`src/rtl/sled_pkg.sv`:
```
package sled_pkg;

    localparam int NOUT  = 17;
    localparam int RDW   = 32;
    localparam int DIVW  = 2;
    localparam int DLYW  = 4;
    localparam int MAXDIV = 4 << ((1 << DIVW) - 1);
    localparam int PHW   = $clog2(MAXDIV);
    localparam int CNTW  = PHW + 1;

    typedef enum logic [1:0] {
        A_DATA = 2'd0,
        A_DIV  = 2'd1,
        A_DLY  = 2'd2,
        A_MODE = 2'd3
    } sled_addr_e;

    typedef struct packed {
        logic pwm_en;
        logic no_latch;
    } sled_mode_t;

    typedef struct packed {
        logic [DIVW-1:0] div;
        logic [DLYW-1:0] dly;
        logic            latch;
    } sled_frame_cfg_t;

    function automatic logic [CNTW-1:0] div_len(input logic [DIVW-1:0] code);
        return CNTW'(4) << code;
    endfunction

    function automatic logic [DLYW-1:0] dly_clamp(input logic [DIVW-1:0] code,
                                                   input logic [DLYW-1:0] d);
        logic [CNTW-1:0] lim;
        lim = (div_len(code) >> 1) - CNTW'(1);
        return (CNTW'(d) > lim) ? DLYW'(lim) : d;
    endfunction

endpackage

```
`src/rtl/sled_regs.sv`:
```
module sled_regs
    import sled_pkg::*;
#(
    parameter int N = NOUT
) (
    input  logic            clk,
    input  logic            rst,
    input  logic            reg_wr,
    input  logic [1:0]      reg_addr,
    input  logic [N-1:0]    reg_wdata,
    input  logic            busy,
    output logic [N-1:0]    data_q,
    output logic [DIVW-1:0] div_q,
    output logic [DLYW-1:0] dly_q,
    output sled_mode_t      mode_q,
    output logic            data_start
);
    sled_addr_e addr;
    logic       accept;

    assign addr       = sled_addr_e'(reg_addr);
    assign accept     = reg_wr && !busy;
    assign data_start = accept && (addr == A_DATA);

    always_ff @(posedge clk) begin
        if (rst) begin
            data_q <= '0;
            div_q  <= '0;
            dly_q  <= '0;
            mode_q <= '0;
        end else begin
            if (data_start)
                data_q <= reg_wdata;
            if (reg_wr && addr == A_DIV)
                div_q <= reg_wdata[DIVW-1:0];
            if (reg_wr && addr == A_DLY)
                dly_q <= reg_wdata[DLYW-1:0];
            if (accept && addr == A_MODE)
                mode_q <= sled_mode_t'(reg_wdata[1:0]);
        end
    end
endmodule

```
`src/rtl/sled_trigger.sv`:
```
module sled_trigger
    import sled_pkg::*;
#(
    parameter int N = NOUT
) (
    input  logic         clk,
    input  logic         rst,
    input  logic         pwm_en,
    input  logic         busy,
    input  logic         data_start,
    input  logic [N-1:0] data_new,
    input  logic [N-1:0] pwm_levels,
    output logic         start,
    output logic [N-1:0] start_bits
);
    logic [N-1:0] last_q;
    logic         pwm_go;

    assign pwm_go     = pwm_en && !busy && !data_start &&
                        (|pwm_levels) && (pwm_levels != last_q);
    assign start      = data_start || pwm_go;
    assign start_bits = data_start ? data_new : pwm_levels;

    always_ff @(posedge clk) begin
        if (rst)
            last_q <= '0;
        else if (start)
            last_q <= start_bits;
    end
endmodule

```
`src/rtl/sled_seq.sv`:
```
module sled_seq
    import sled_pkg::*;
#(
    parameter int N = NOUT
) (
    input  logic            clk,
    input  logic            rst,
    input  logic            start,
    input  logic [N-1:0]    start_bits,
    input  logic [DIVW-1:0] div_code,
    input  logic [DLYW-1:0] dly,
    input  logic            no_latch,
    output logic            busy,
    output logic            sr_clk,
    output logic            sr_dat,
    output logic            sr_latch
);
    localparam int IDXW = $clog2(N + 1);

    sled_frame_cfg_t  cfg_q;
    logic             busy_q;
    logic [PHW-1:0]   phase_q;
    logic [IDXW-1:0]  idx_q;
    logic [N-1:0]     sh_q;

    logic             last_phase;
    logic             last_idx;
    logic             in_latch;
    logic [CNTW:0]    ph_x;
    logic [CNTW:0]    dl_x;
    logic [CNTW:0]    hi_end;

    assign last_phase = (CNTW'(phase_q) == div_len(cfg_q.div) - CNTW'(1));
    assign last_idx   = cfg_q.latch ? (idx_q == IDXW'(N)) : (idx_q == IDXW'(N - 1));
    assign in_latch   = (idx_q == IDXW'(N));

    assign ph_x   = (CNTW+1)'(phase_q);
    assign dl_x   = (CNTW+1)'(cfg_q.dly);
    assign hi_end = dl_x + (CNTW+1)'(div_len(cfg_q.div) >> 1);

    assign busy     = busy_q;
    assign sr_clk   = busy_q && !in_latch && (ph_x > dl_x) && (ph_x <= hi_end);
    assign sr_dat   = busy_q && !in_latch && sh_q[N-1];
    assign sr_latch = busy_q && in_latch;

    always_ff @(posedge clk) begin
        if (rst) begin
            busy_q  <= 1'b0;
            phase_q <= '0;
            idx_q   <= '0;
            sh_q    <= '0;
            cfg_q   <= '0;
        end else if (start && !busy_q) begin
            busy_q     <= 1'b1;
            phase_q    <= '0;
            idx_q      <= '0;
            sh_q       <= start_bits;
            cfg_q.div  <= div_code;
            cfg_q.dly  <= dly_clamp(div_code, dly);
            cfg_q.latch <= !no_latch;
        end else if (busy_q) begin
            if (last_phase) begin
                phase_q <= '0;
                if (last_idx) begin
                    busy_q <= 1'b0;
                end else begin
                    idx_q <= idx_q + IDXW'(1);
                    sh_q  <= {sh_q[N-2:0], 1'b0};
                end
            end else begin
                phase_q <= phase_q + PHW'(1);
            end
        end
    end
endmodule

```
`src/rtl/serial_led_shifter.sv`:
```
module serial_led_shifter
    import sled_pkg::*;
(
    input  logic             clk,
    input  logic             rst,
    input  logic             reg_wr,
    input  logic [1:0]       reg_addr,
    input  logic [NOUT-1:0]  reg_wdata,
    input  logic [NOUT-1:0]  pwm_levels,
    output logic [RDW-1:0]   data_rd,
    output logic             sr_clk,
    output logic             sr_dat,
    output logic             sr_latch
);
    logic [NOUT-1:0] data_q;
    logic [DIVW-1:0] div_q;
    logic [DLYW-1:0] dly_q;
    sled_mode_t      mode_q;
    logic            data_start;
    logic            busy;
    logic            start;
    logic [NOUT-1:0] start_bits;
    logic            mode_pwm;

    assign mode_pwm = mode_q.pwm_en;
    assign data_rd  = {busy, {(RDW-NOUT-1){1'b0}}, data_q};

    sled_regs #(.N(NOUT)) u_regs (
        .clk(clk), .rst(rst), .reg_wr(reg_wr), .reg_addr(reg_addr),
        .reg_wdata(reg_wdata), .busy(busy), .data_q(data_q), .div_q(div_q),
        .dly_q(dly_q), .mode_q(mode_q), .data_start(data_start)
    );

    sled_trigger #(.N(NOUT)) u_trig (
        .clk(clk), .rst(rst), .pwm_en(mode_pwm), .busy(busy),
        .data_start(data_start), .data_new(reg_wdata), .pwm_levels(pwm_levels),
        .start(start), .start_bits(start_bits)
    );

    sled_seq #(.N(NOUT)) u_seq (
        .clk(clk), .rst(rst), .start(start), .start_bits(start_bits),
        .div_code(div_q), .dly(dly_q), .no_latch(mode_q.no_latch),
        .busy(busy), .sr_clk(sr_clk), .sr_dat(sr_dat), .sr_latch(sr_latch)
    );
endmodule

```
`config.mk`:
```
export PLATFORM = sky130hd
export DESIGN_NAME = serial_led_shifter
export DESIGN_NICKNAME = d
export VERILOG_FILES = /design/src/rtl/sled_pkg.sv /design/src/rtl/sled_regs.sv /design/src/rtl/sled_trigger.sv /design/src/rtl/sled_seq.sv /design/src/rtl/serial_led_shifter.sv
export SDC_FILE = /design/constraint.sdc
export NUM_CORES = 1
export LEC_CHECK = 0
export BUFFER_PORTS_ARGS = -buffer_cell sky130_fd_sc_hd__buf_2
export CELL_PAD_IN_SITES_DETAIL_PLACEMENT = 0
export CELL_PAD_IN_SITES_GLOBAL_PLACEMENT = 1
export CORE_ASPECT_RATIO = 1.25
export CORE_UTILIZATION = 32
export CTS_CLUSTER_SIZE = 8
export DETAILED_ROUTE_END_ITERATION = 16
export PLACE_DENSITY_LB_ADDON = 0.1
export SETUP_SLACK_MARGIN = 0.2
export SYNTH_ARGS = -nofsm -noshare
export SYNTH_HDL_FRONTEND = slang
export SYNTH_SLANG_ARGS = --single-unit
```
`constraint.sdc`:
```
create_clock -name clk -period 6.2 [get_ports clk]
set_input_delay 0.93 -clock clk [delete_from_list [all_inputs] [get_ports clk]]
set_output_delay 0.93 -clock clk [all_outputs]
set_load 0.05 [all_outputs]
```
# After elaboration in Yosys (flattened, before gate mapping)
# Index checks and enable logic that the tools add are counted.
# classes
add_sub_neg,5
magnitude_cmp,3
eq_ne,8
shifts,2
n_mux,12
bitwise_logic,1
n_reduce_logical,27
# op_table
op,n
$mux 17,5
$ne 17x17->1,1
$reduce_or 17->1,1
$logic_and 1x1->1,15
$shl 3x2->6 const A,2
$add 5x1->5 const B,2
$eq 5x5->1 const B,2
$le 5x7->1,1
$add 4x5->6,1
$eq 5x6->1,1
$gt 4x6->1,1
$reduce_and 3->1,2
$sub 5x1->6 const B,1
$sub 6x1->6 const B,1
$gt 5x4->1,1
$mux 1,5
$mux 5,1
$eq 2x2->1 const B,2
$logic_not 1->1,4
$mux 4,1
$reduce_bool 2->1,2
$eq 2x1->1 const B,1
$logic_not 2->1,1
$ne 2x2->1 const B,1
other kinds (3),3
# totals
regBits,77
output_inout_bits,35
word_cells,71

# Depth between registers and ports, before layout
# logic_depth
word_depth,11
depth_mapped,10
depth_no_buf,10

# By module
# From an unflattened synthesis, not the netlist that was laid out.
# unflattened
cells_unflattened,491
area_unflattened_um2,4463.0
# modules_own_cells
mod,instances,cells_per_inst,area_each_um2,seq_area_each_um2
sled_seq,1,244,2025.7,700.7
sled_trigger,1,129,1213.7,340.3
sled_regs,1,102,1107.3,500.5
serial_led_shifter,1,16,116.4,0.0

# Worst setup path after synthesis
# No wires, ideal clock.
# synth_path
kind,register -> output
start,reg u_seq.cfg_q[5] (netlist name)
end,out sr_clk
arrival_time_ns,2.577
setup_slack_ns,2.693
path_stages_with_launch,11
n_path_buf,0
path_cell_list,dfxtp_1 -> nor2_1 -> ha_1 -> fa_1 -> inv_1 -> ha_1 -> o21a_1 -> o21a_1 -> o21a_1 -> o221ai_1 -> o2111a_1
# synth_via
elab_chain_cells,4
# synth_rtl
item,line,rtl
"start, declared",sled_seq.sv:20,sled_frame_cfg_t cfg_q;
$shl 3x2->6,sled_pkg.sv:30,return CNTW'(4) << code;
$add 4x5->6,sled_seq.sv:39,assign hi_end = dl_x + (CNTW+1)'(div_len(cfg_q.div) >> 1);
$le 5x7->1,sled_seq.sv:42,assign sr_clk = busy_q && !in_latch && (ph_x > dl_x) && (ph_x <= hi_end);
$logic_and 1x1->1,sled_seq.sv:42,
"end, declared",serial_led_shifter.sv:11,"output logic sr_clk,"
# No other way between the ends.

# Final worst setup path
# Same ends and word-level chain as after synthesis.

==> summary.md <==
| Metric | Value |
|---|---|
| Clk_skew | `roughly 5.2 ps` |
| Die Ht | `about 130 µm` |
| Hpwl dp | `7940 µm` |
| Post-synth EDFFs | `0` |
| GPL Wtd Cong | `0.785` |
| Worst-Margin Slew | `approximately 850 ps` |
| Die area | `roughly 13000 µm²` |
| Final nets | `roughly 580` |
| Via count of the first global-routing pass | `3477` |
| Share of the synthesized area in the top cell type | `0.380` |
| Syn Std Cell Area | `just over 4000 µm²` |
| Distinct cell type count after synthesis | `47` |
| Hold Buf Count CTS | `0` |
| Post-Place Cells | `671` |
| Post-DP Area | `about 4400 µm²` |
| Most frequent CP cell | `o21a_1` |
| Average vias per placed instance | `~5.0` |
| Final hold vios | `0` |
| LEAKAGE | `just over 2 nW` |
| Setup-failing EPs final | `0` |
| CTS Sinks | `77` |
| Largest net degree at the start of global routing | `a little under 80` |
| Post-layout util | `0.390` |
| DRT antenna net count | `0` |
| Clk pin slew, worst setup/hold paths | `roughly 60 ps` |
| CTS max path bufs | `2` |
| Die width | `~100 µm` |
| Final instance area | `between 4000 and 5000 µm²` |
| Via count | `3454` |
| Top post-synthesis cells by area | `dfxtp_1 (38%), a21oi_1 (7.4%), ha_1 (5.9%), nand2_1 (4.4%), xor2_1 (3.9%)` |
| Post-CTS setup buffers | `0` |
| Critical path peak fanout | `8` |
| Crit-path cells | `nor2_1, ha_1, fa_1, inv_1, ha_1, o21a_1, o21a_1, o21a_1, o221ai_1, o2111a_1, buf_2` |
| Fin Setup TNS | `0 ps` |
| DR iter-0 viols | `around 160` |
| CP Launch Type | `flip-flop` |
| Slew HR | `0.431` |
| FFs w/ async S/R, synth | `0` |
| Slew Viols, Final | `0` |
| TritonCTS buffer count | `9` |
| CTS resizes | `0` |
| Crit-path max cell delay | `around 540 ps` |
| Max Freq | `approximately 250 MHz` |
| Non-Filler Instances | `about 700` |
| Final worst setup slack | `2260 ps` |
| PortBufs | `59` |
| RSZ-0062 raised after global routing | `no` |
| Worst Hold Class | `flip-flop to flip-flop` |
| Synth area leader | `dfxtp_1` |
| GR Overflow Total | `0` |
| Cells after synthesis | `474` |
| CTS tree | `done` |
| Sequential share of the synthesized area | `0.380` |
| Drt first pass iters | `4` |
| Critical Path RT | `~5300 ps` |
| Worst EP arrival | `3010 ps` |
| GRT Overall Usage | `0.186` |
| First-pass GRT wire length | `18400 µm` |
| Top_reg_cell synth | `dfxtp_1` |
| Slowest CP cell | `fa_1` |
| Peak VDD IR | `0.113 mV` |
| Crit share post-route | `0.635` |
| Final Critical Period | `~4000 ps` |
| Layout area overhead | `17.9%` |
| Clk root buf | `clkbuf_16` |
| Syn_area_per_cell | `~8.6 µm²` |
| Drt total wl | `between 10000 and 15000 µm` |
| DR DRC count | `0` |
| Top-Level Pins | `74` |
| ANT cells | `0` |
| Initial Util | `0.330` |
| Status | `finished, final reports clean` |
| Hold WS | `about 450 ps` |
| Row count | `45` |
| Tot Pwr | `1.32 mW` |
| Skew-Pair Late Insertion Delay | `between 300 and 400 ps` |
| Critical path type | `flip-flop to primary output` |
| Core ar. | `12300 µm²` |
| Pre-CTS setup slack | `around 2600 ps` |
| PD cells | `276 nW/µm²` |
| H-tree level count | `3` |
| Routed length per placed instance | `16.4 µm` |
| MaxCap Viol Count | `0` |
| Yosys warns | `0` |
| CP endpoint kind | `primary output` |
| Layout cell share with drive strength beyond 1 | `0.172` |
| Synthesized flop and latch total | `a little under 80` |
| Initial antenna violation count | `0` |
==> state kept, by name, summed over array words and instances (netlist names) <==
name / cells
u_regs.data_q: 17
u_seq.idx_q: 5
u_trig.last_q: 17
u_seq.phase_q: 5
u_regs.div_q: 2
u_regs.mode_q: 2
u_seq.busy: 1
u_seq.cfg_q: 7
u_seq.sh_q: 17
u_regs.dly_q: 4
==> critical path, delay by kind of cell (launching register included) <==
family / cells / cell delay (ps)
AO/OA/AOI/OAI: 5 / 810
adder cells (fa/ha/maj): 3 / 1050
AND/OR/NAND/NOR: 1 / 80
flip-flops: 1 / 430
buffers and inverters: 2 / 300
==> report_power, final <==
| part | internal (mW) | switching (mW) | leakage (nW) |
|---|---|---|---|
| sequential | 0.516 | 0.0155 | 0.626 |
| clock | 0.426 | 0.203 | 0.176 |
| combinational | 0.0531 | 0.108 | 1.23 |
==> layout by cell type, fill, tap and decap left out, types with 2 or more instances in the layout <==
master and count:
a211oi_1 6, a21o_1 2, a21oi_1 60, a32oi_1 6, and3_1 3, and4_1 2, buf_2 59, buf_4 5
bufinv_16 3, clkbuf_16 9, clkbuf_8 3, conb_1 14, dfxtp_1 77, ha_1 19, inv_1 25, mux2_1 2
mux2_2 5, mux2i_1 14, nand2_1 48, nand2b_1 3, nand3_1 27, nand3b_1 2, nand4_1 6, nor2_1 16
nor2b_1 12, nor3_1 19, nor4_1 10, o21a_1 5, o21ai_0 3, o221ai_1 3, o31a_1 14, xnor2_1 7
xor2_1 18
==> synth_stat cells (all sizes together), types with 5 or more instances <==
library cell,number
a211oi,6
buf,23
nor4,11
ha,19
o21a,5
o31a,14
nand4,6
inv,25
xor2,18
mux2i,14
xnor2,7
nor2,16
nand2,48
mux2,7
nor2b,12
clkbuf,21
nand3,27
dfxtp,77
nor3,20
a21oi,60
a32oi,6
==> cells by family (layout without fill, tap and decap cells) <==
logic type,after synthesis,count (layout),share of synthesized area
AOI/OAI and AO/OA,105,105,0.169
xor gates and xnor gates,25,25,0.0540
adders and majority gates,20,20,0.0636
buffers and inverters,69,105,0.0818
DFF,77,77,0.380
muxes,21,21,0.0540
other,1,14,0.000925
and+or+nand+nor,156,156,0.196
==> final timing paths <==
check,slack (ps),depth (start not counted),from,to
worst max-delay path,2260,11,u_seq.cfg_q[5],sr_clk
worst min-delay path,450,2,u_regs.data_q[14],u_regs.data_q[14]
worst max register to register,3620,10,u_regs.div_q[0],u_seq.cfg_q[4]
worst min register to register,450,2,u_regs.data_q[14],u_regs.data_q[14]
==> layer usage <==
layer,vias to the layer above,GRT usage,part of all wire
met3,15,0.0218,0.021
met4,0,0.0765,0.019
li1,1746,-,-
met1,1629,0.228,0.45
met5,-,0,0
met2,64,0.326,0.51
==> final cells by class <==
type,count,area [µm²]
Multi-Input combinational cell,341,2250
Clock inverter,3,90.1
Inverter,25,93.8
Timing Repair Buffer,64,333
Clock buffer,13,270
Fill cell,1304,7490
Tap cell,164,205
Sequential cell,77,1540
(Power assumes the default switching activity.)
